--- src/rtl/ripcnt_pkg.sv ---
// Package: shared sizing defaults for the two-section counter.
// Assumes: consumers derive all widths from these values.
package ripcnt_pkg;
    parameter int unsigned RC_SYNC_STAGES = 2;
    parameter int unsigned RC_HI_WIDTH    = 3;
    parameter int unsigned RC_LO_WIDTH    = 1;
endpackage

--- src/rtl/ripcnt_fall_detect.sv ---
// Module: synchronizes one asynchronous count input and emits a one-cycle
// enable on each high-to-low transition.
// Assumes: SYNC_STAGES >= 2; clr is an asynchronous clear that also wipes the
// edge history so edges seen during clear are never reported afterwards.
module ripcnt_fall_detect #(
    parameter int unsigned SYNC_STAGES = ripcnt_pkg::RC_SYNC_STAGES
) (
    input  logic clk,
    input  logic rst_n,
    input  logic clr,
    input  logic din,
    output logic fall
);
    localparam int unsigned LAST = SYNC_STAGES - 1;

    logic [SYNC_STAGES-1:0] sync_q;
    logic                   hist_q;

    // Synchronizer chain, one flop per stage.
    for (genvar i = 0; i < SYNC_STAGES; i++) begin : g_sync
        if (i == 0) begin : g_first
            // Purpose: capture the raw input.
            always_ff @(posedge clk or posedge clr) begin
                if (clr)         sync_q[0] <= 1'b0;
                else if (!rst_n) sync_q[0] <= 1'b0;
                else             sync_q[0] <= din;
            end
        end else begin : g_next
            // Purpose: pass the sample one stage further.
            always_ff @(posedge clk or posedge clr) begin
                if (clr)         sync_q[i] <= 1'b0;
                else if (!rst_n) sync_q[i] <= 1'b0;
                else             sync_q[i] <= sync_q[i-1];
            end
        end
    end

    // Purpose: remember the previous synchronized sample.
    always_ff @(posedge clk or posedge clr) begin
        if (clr)         hist_q <= 1'b0;
        else if (!rst_n) hist_q <= 1'b0;
        else             hist_q <= sync_q[LAST];
    end

    // Purpose: flag previous-high, current-low.
    always_comb begin
        fall = hist_q & ~sync_q[LAST];
    end

    // enable is a single-cycle pulse
    a_r10_single_pulse: assert property (@(posedge clk) disable iff (!rst_n || clr)
        fall |=> !fall);
endmodule

--- src/rtl/ripcnt_toggle_stage.sv ---
// Module: divide-by-two section; one flop inverted on each enable.
// Assumes: en is a one-cycle pulse from the edge detector.
module ripcnt_toggle_stage (
    input  logic clk,
    input  logic rst_n,
    input  logic clr,
    input  logic en,
    output logic q
);
    logic q_r;

    // Purpose: toggle on enable, clear on reset or master clear.
    always_ff @(posedge clk or posedge clr) begin
        if (clr)         q_r <= 1'b0;
        else if (!rst_n) q_r <= 1'b0;
        else if (en)     q_r <= ~q_r;
    end

    assign q = q_r;

    // enable inverts the stage
    a_r2_toggle: assert property (@(posedge clk) disable iff (!rst_n || clr)
        en |=> (q_r != $past(q_r)));
    // no enable, no change
    a_r4_hold_lo: assert property (@(posedge clk) disable iff (!rst_n || clr)
        !en |=> $stable(q_r));
endmodule

--- src/rtl/ripcnt_bin_section.sv ---
// Module: divide-by-2^WIDTH section; binary up-counter stepped by enable,
// wrapping from all-ones to zero.
// Assumes: en is a one-cycle pulse from the edge detector.
module ripcnt_bin_section #(
    parameter int unsigned WIDTH = ripcnt_pkg::RC_HI_WIDTH
) (
    input  logic             clk,
    input  logic             rst_n,
    input  logic             clr,
    input  logic             en,
    output logic [WIDTH-1:0] q
);
    localparam logic [WIDTH-1:0] ONE = WIDTH'(1);

    logic [WIDTH-1:0] cnt_r;

    // Purpose: step the count on enable, clear on reset or master clear.
    always_ff @(posedge clk or posedge clr) begin
        if (clr)         cnt_r <= '0;
        else if (!rst_n) cnt_r <= '0;
        else if (en)     cnt_r <= cnt_r + ONE;
    end

    assign q = cnt_r;

    // enable adds one modulo 2^WIDTH
    a_r3_increment: assert property (@(posedge clk) disable iff (!rst_n || clr)
        en |=> (cnt_r == $past(cnt_r) + ONE));
    // no enable, no change
    a_r4_hold_hi: assert property (@(posedge clk) disable iff (!rst_n || clr)
        !en |=> $stable(cnt_r));
endmodule

--- src/rtl/ripcnt_dual_section.sv ---
// Module: top of the two-section counter. It combines the two clear requests
// with an AND and routes each count input through its own edge detector to its
// own section. The sections have no internal connection; cascading is external.
// Assumes: clk is much faster than either count input.
module ripcnt_dual_section #(
    parameter int unsigned SYNC_STAGES = ripcnt_pkg::RC_SYNC_STAGES,
    parameter int unsigned HI_WIDTH    = ripcnt_pkg::RC_HI_WIDTH
) (
    input  logic                clk,
    input  logic                rst_n,
    input  logic                cnt_lo_in,
    input  logic                cnt_hi_in,
    input  logic                clr_req_a,
    input  logic                clr_req_b,
    output logic [HI_WIDTH:0]   stage_q
);
    localparam int unsigned OUT_W = HI_WIDTH + 1;

    logic                clr_all;
    logic                en_lo;
    logic                en_hi;
    logic                lo_q;
    logic [HI_WIDTH-1:0] hi_q;

    // Purpose: master clear fires only when both requests are high.
    always_comb begin
        clr_all = clr_req_a & clr_req_b;
    end

    ripcnt_fall_detect #(.SYNC_STAGES(SYNC_STAGES)) u_det_lo (
        .clk(clk), .rst_n(rst_n), .clr(clr_all), .din(cnt_lo_in), .fall(en_lo));

    ripcnt_fall_detect #(.SYNC_STAGES(SYNC_STAGES)) u_det_hi (
        .clk(clk), .rst_n(rst_n), .clr(clr_all), .din(cnt_hi_in), .fall(en_hi));

    ripcnt_toggle_stage u_lo (
        .clk(clk), .rst_n(rst_n), .clr(clr_all), .en(en_lo), .q(lo_q));

    ripcnt_bin_section #(.WIDTH(HI_WIDTH)) u_hi (
        .clk(clk), .rst_n(rst_n), .clr(clr_all), .en(en_hi), .q(hi_q));

    assign stage_q = {hi_q, lo_q};

    // a held clear keeps every stage at zero
    a_r5_clear_zero: assert property (@(posedge clk) disable iff (!rst_n)
        (clr_all && $past(clr_all)) |-> (stage_q == {OUT_W{1'b0}}));
    // the low enable alone never moves the high section
    a_r7_hi_isolated: assert property (@(posedge clk) disable iff (!rst_n || clr_all)
        (en_lo && !en_hi) |=> $stable(hi_q));
    // the high enable alone never moves the low section
    a_r7_lo_isolated: assert property (@(posedge clk) disable iff (!rst_n || clr_all)
        (en_hi && !en_lo) |=> $stable(lo_q));
endmodule

--- config.mk ---
export PLATFORM = sky130hd
export DESIGN_NAME = ripcnt_dual_section
export DESIGN_NICKNAME = d
export VERILOG_FILES = /design/src/rtl/ripcnt_pkg.sv /design/src/rtl/ripcnt_fall_detect.sv /design/src/rtl/ripcnt_toggle_stage.sv /design/src/rtl/ripcnt_bin_section.sv /design/src/rtl/ripcnt_dual_section.sv
export SDC_FILE = /design/constraint.sdc
export NUM_CORES = 1
export LEC_CHECK = 0
export BUFFER_PORTS_ARGS = -buffer_cell sky130_fd_sc_hd__buf_2
export CAP_MARGIN = 20
export CELL_PAD_IN_SITES_DETAIL_PLACEMENT = 2
export CELL_PAD_IN_SITES_GLOBAL_PLACEMENT = 2
export CORE_MARGIN = 2
export CORE_UTILIZATION = 27
export DETAILED_ROUTE_END_ITERATION = 8
export PLACE_DENSITY = 0.65
export SLEW_MARGIN = 40
export SYNTH_ARGS = -nofsm -noshare
export SYNTH_HDL_FRONTEND = slang
export SYNTH_HIERARCHICAL = 1
export SYNTH_SLANG_ARGS = --single-unit
--- constraint.sdc ---
create_clock -name clk -period 0.9 [get_ports clk]
set_input_delay 0.18 -clock clk [delete_from_list [all_inputs] [get_ports clk]]
set_output_delay 0.18 -clock clk [all_outputs]
set_load 0.005 [all_outputs]
## Word-level counts from Yosys, hierarchy flattened

Index checks and enable logic that the tools add are counted.

- Bits in registers: 10
- Input bits: 6
- Output and inout bits: 4
- Logic and storage cells: 27

- Add/subtract/negate cells: 1
- Equality and inequality tests: 2
- Mux-type cells: 10
- Bitwise gates (word level): 6

Operators by type and width:

| operator | number |
|---|---|
| two-way mux 1 bit | 8 |
| two-way mux 3 bit | 2 |
| != test 2 x 1 -> 1 bit, second input constant | 2 |
| adder 3 x 1 -> 3 bit, second input constant | 1 |
| bitwise AND 1 bit | 3 |
| NOT 1 bit | 3 |

## Logic depth before layout (Yosys ltp)

- Depth in word-level cells: 4
- Gate-level depth with buffers: 3
- Gate-level depth less buffers: 3

## By module

Netlist, hierarchy kept.

Modules (own cells, without submodules):

| module | instances | cells each | area each (um2) | sequential area each (um2) |
|---|---|---|---|---|
| ripcnt_fall_detect | 2 | 8 | 107.6 | 75.1 |
| ripcnt_bin_section | 1 | 13 | 146.4 | 75.1 |
| ripcnt_toggle_stage | 1 | 4 | 43.8 | 25.0 |
| ripcnt_dual_section | 1 | 2 | 13.8 | 0.0 |

## Worst setup path after synthesis

Ideal clock, no wire load.

- Kind: register to register
- Start point: register u_hi.cnt_r[0] (netlist: u_hi/q[0])
- End point: register u_hi.cnt_r[1] (netlist: u_hi/q[1])
- Library setup time: 0.120 ns
- Arrival time: 0.850 ns
- Required time: 0.780 ns
- Slack: -0.070 ns
- Cell stages (with the launch flop): 4
- Path through: dfrtp_1 > ha_1 > mux2i_1 > nor2b_1

- Word-level cells in the longest chain between the ends: 3

Ends and longest elaborated chain:

| element | line | source |
|---|---|---|
| from (decl) | ripcnt_bin_section.sv:15 | `logic [WIDTH-1:0] cnt_r;` |
| from (signal assigned) | ripcnt_bin_section.sv:21 | `else if (en) cnt_r <= cnt_r + ONE;` |
| adder 3 x 1 -> 3 bit | ripcnt_bin_section.sv:21 |  |
| two-way mux 3 bit | ripcnt_bin_section.sv:21 |  |
| two-way mux 3 bit | ripcnt_bin_section.sv:20 | `else if (!rst_n) cnt_r <= '0;` |

Every way passes these cells. The select of a mux whose other input is x is not followed.
A chain may end at the register's enable or synchronous reset.

## Worst setup path after layout

- Start point: register u_hi.cnt_r[0] (netlist: u_hi/q[0])
- End point: output stage_q[1]

RTL lines:

| element | line | source |
|---|---|---|
| to (decl) | ripcnt_dual_section.sv:15 | `output logic [HI_WIDTH:0] stage_q` |

No word-level cell between the ends.

==> flow_summary.json <==
{
  "outcome": "finished with violations",
  "violations": "setup timing",
  "core_area_um2": 1490,
  "hold_end": "u_det_hi/sync_q[0]$_DFF_PP0_",
  "rsz0062_at_grt": "true",
  "final_cells": 72,
  "layout-drive-gt1-share": 0.429,
  "synth_ff_type": "dfrtp_1",
  "syn_inst": 35,
  "htree_levels": 1,
  "ctsRootBufferMaster": "clkbuf_4",
  "crit_path_start": "u_hi/q[0]$_DFFE_PP0P_",
  "ys.warnings.count": 6,
  "ant_nets": 0,
  "p_clk_frac": 0.432,
  "max-cap-violations": 0,
  "viasPerCell": 4.19,
  "power.switching_mw": 0.204,
  "r2r_cells": 3,
  "yosys-top-cells-count": "dfrtp_1 (10), and2_1 (7), inv_1 (4)",
  "worst-path-buf-inv": 2,
  "synth-simple-area-share": 0.230,
  "grt_max_degree": 12,
  "startpoint_type": "flip-flop",
  "synth_most_common_cell": "dfrtp_1",
  "required_ns": 0.72,
  "final_hold_viol_count": 0,
  "synth_nets": 42,
  "yosys.area.top_type": "dfrtp_1",
  "die_area_um2": 1880,
  "synthMuxAreaShare": 0.0478,
  "gr-total-overflow": 0,
  "fin_crit_sh": 1.21,
  "ys_seq_elements": 10,
  "num_antenna_cells": 0,
  "yosysUniqueCellTypes": 12,
  "fp.dieW_um": 43.4,
  "seq_area_frac_synth": 0.597,
  "fin_ws_ns": -0.188,
  "drtPass1Iterations": 2,
  "seqPwrFrac": 0.490,
  "worst_skew_pair.late_latency_ns": 0.27,
  "syn-cell-area_um2": 419,
  "end_kind": "output pin",
  "synth_area_leaders": "dfrtp_1 (60%), and2_1 (10%), mux2i_1 (4.8%)",
  "dieHeight_um": 43.4,
  "synth_top_family_by_area": "simple AND/OR/NAND/NOR gates",
  "setup_tns_ns": -0.837,
  "cts_buffers": 3,
  "synth_xor_area_frac": 0.0418,
  "worst-r2r-setup-slack_ns": -0.14,
  "pin_count": 10,
  "wl_per_cell_um": 12.5,
  "route.detailed.drc": 0,
  "crit_slowest_cell": "dfrtp_1",
  "worstPathMaxFanout": 2,
  "synth_async_sr_flop_share": 1.00,
  "switching_share": 0.214,
  "crit_type": "reg -> out",
  "powerDensity_nw_per_um2": 1580,
  "cts_sinks": 10,
  "post-dp-hpwl_um": 631,
  "fin_crit_ns": 1.09,
  "path_delay_family": "flip-flops",
  "synth_top_area_share": 0.597,
  "path_common_cell": "buf_6",
  "synth_compound_area_frac": 0,
  "hold_ws_ns": 0.125,
  "fmax_mhz": 919,
  "drt_wl_total_um": 902,
  "rows": 14,
  "port_buffers": 9,
  "placed_cells": 61,
  "synth_enable_flop_cells": 0,
  "grt_pass1_wl_um": 1610,
  "synth_adder_area_share": 0.0299,
  "combPwrFrac": 0.078,
  "worstPathArrival_ns": 0.91,
  "finalMaxSlewViolations": 0,
  "hold_class": "in -> reg",
  "cts_max_path_buffers": 2,
  "tritoncts": "yes",
  "layout.nets": 64,
  "hold_path_depth": 2,
  "grt_pass1_vias": 351,
  "initial_core_util": 0.282,
  "drt-initial-drc-count": 3,
  "path_clk_slew_ns": 0.07,
  "grt_use_total": 0.123,
  "path_cells": "buf_6, buf_6",
  "slew_headroom": 0.896,
  "num_vias": 302,
  "r2r-end": "u_hi/q[1]$_DFFE_PP0P_",
  "gp_congestion": 0.605,
  "min_from": "cnt_hi_in",
  "intPower_mw": 0.750,
  "peakVddDrop_v": 0.000912,
  "worst_slew_pin_slew_ns": 0.152,
  "cpPeakStageDelay_ns": 0.41,
  "syn_avg_cell_area_um2": 12.0,
  "area_growth_pct": 44.5,
  "setup_viol": 8,
  "skew_ns": 0.000219,
  "total_power_mw": 0.954,
  "antenna_found_initial": 0,
  "rr_startpoint": "u_hi/q[0]$_DFFE_PP0P_",
  "leakagePower_nw": 0.343
}
## cell usage in the layout (no fill, tap or decap), drive strengths merged
master,n
buf,16
dfrtp,10
and2,9
inv,4
clkbuf,4
dlygate4sd3,2
and2b,2
mux2i,2
xor2,2
nand2,2
nor2b,1
nand2b,1
ha,1
## worst max-delay path by stage
stage,slack (ns),cells after the start,end
6_report,-0.19,2,stage_q[1]
5_1_grt,-0.23,2,stage_q[1]
4_1_cts,-0.19,2,stage_q[2]
3_5_place_dp,-0.1,3,u_hi/q[1]$_DFFE_PP0P_
3_3_place_gp,-0.05,3,u_hi/q[0]$_DFFE_PP0P_
2_1_floorplan,-0.06,3,u_hi/q[1]$_DFFE_PP0P_
## through the flow
step           area (um2)  worst slack, ns  utilization
5_1_grt               606           -0.227        0.407
3_3_place_gp          492          -0.0504        0.330
2_1_floorplan         419          -0.0578            -
6_report              606           -0.188        0.407
3_5_place_dp          492          -0.0952        0.330
4_1_cts               591           -0.191        0.397
## power by group through the flow
stage	Clock (mW)	Combinational, mW	Sequential [mW]
floorplan	0	0.0315	0.475
global placement	0	0.0535	0.475
detailed placement	0	0.0574	0.476
CTS	0.425	0.0728	0.467
global route	0.465	0.0842	0.469
finish	0.413	0.0743	0.468
## kinds of logic after synthesis
kind of cell / Yosys count
muxes: 2
adders and majority gates: 1
DFF: 10
buffers and inverters: 5
and+or+nand+nor: 15
xor gates and xnor gates: 2
## repair_timing
action                                  CTS  global route
hold endpoints to repair                 10             0
pin swaps                                 1             1
resized for setup                         4             0
hold buffers                              2             0
endpoints found under the setup margin    8             8
gates cloned                              0             0
setup buffers                             3             2
## sequential cells by signal, indices dropped and copies added (netlist names)
register and flops:
u_det_hi/sync_q 2, u_lo/q 1, u_hi/q 3, u_det_lo/sync_q 2, u_det_hi/hist_q 1, u_det_lo/hist_q 1
## per-layer routing
metal / wire length [um] / GRT usage / vias to the layer above
li1: - / - / 145
met1: 387 / 0.150 / 149
met2: 463 / 0.191 / 6
met3: 27 / 0.0250 / 2
met4: 23 / 0.0909 / 0
met5: 0 / 0 / -
## cell type report
type / instances / area [um2]
clock buffer: 4 / 36.3
fill: 159 / 883
inverter: 4 / 15.0
multi-input combinational: 20 / 146
sequential: 10 / 250
tap: 16 / 20.0
timing repair buffer: 18 / 138
Note: power is estimated with default switching activity, not from simulation.
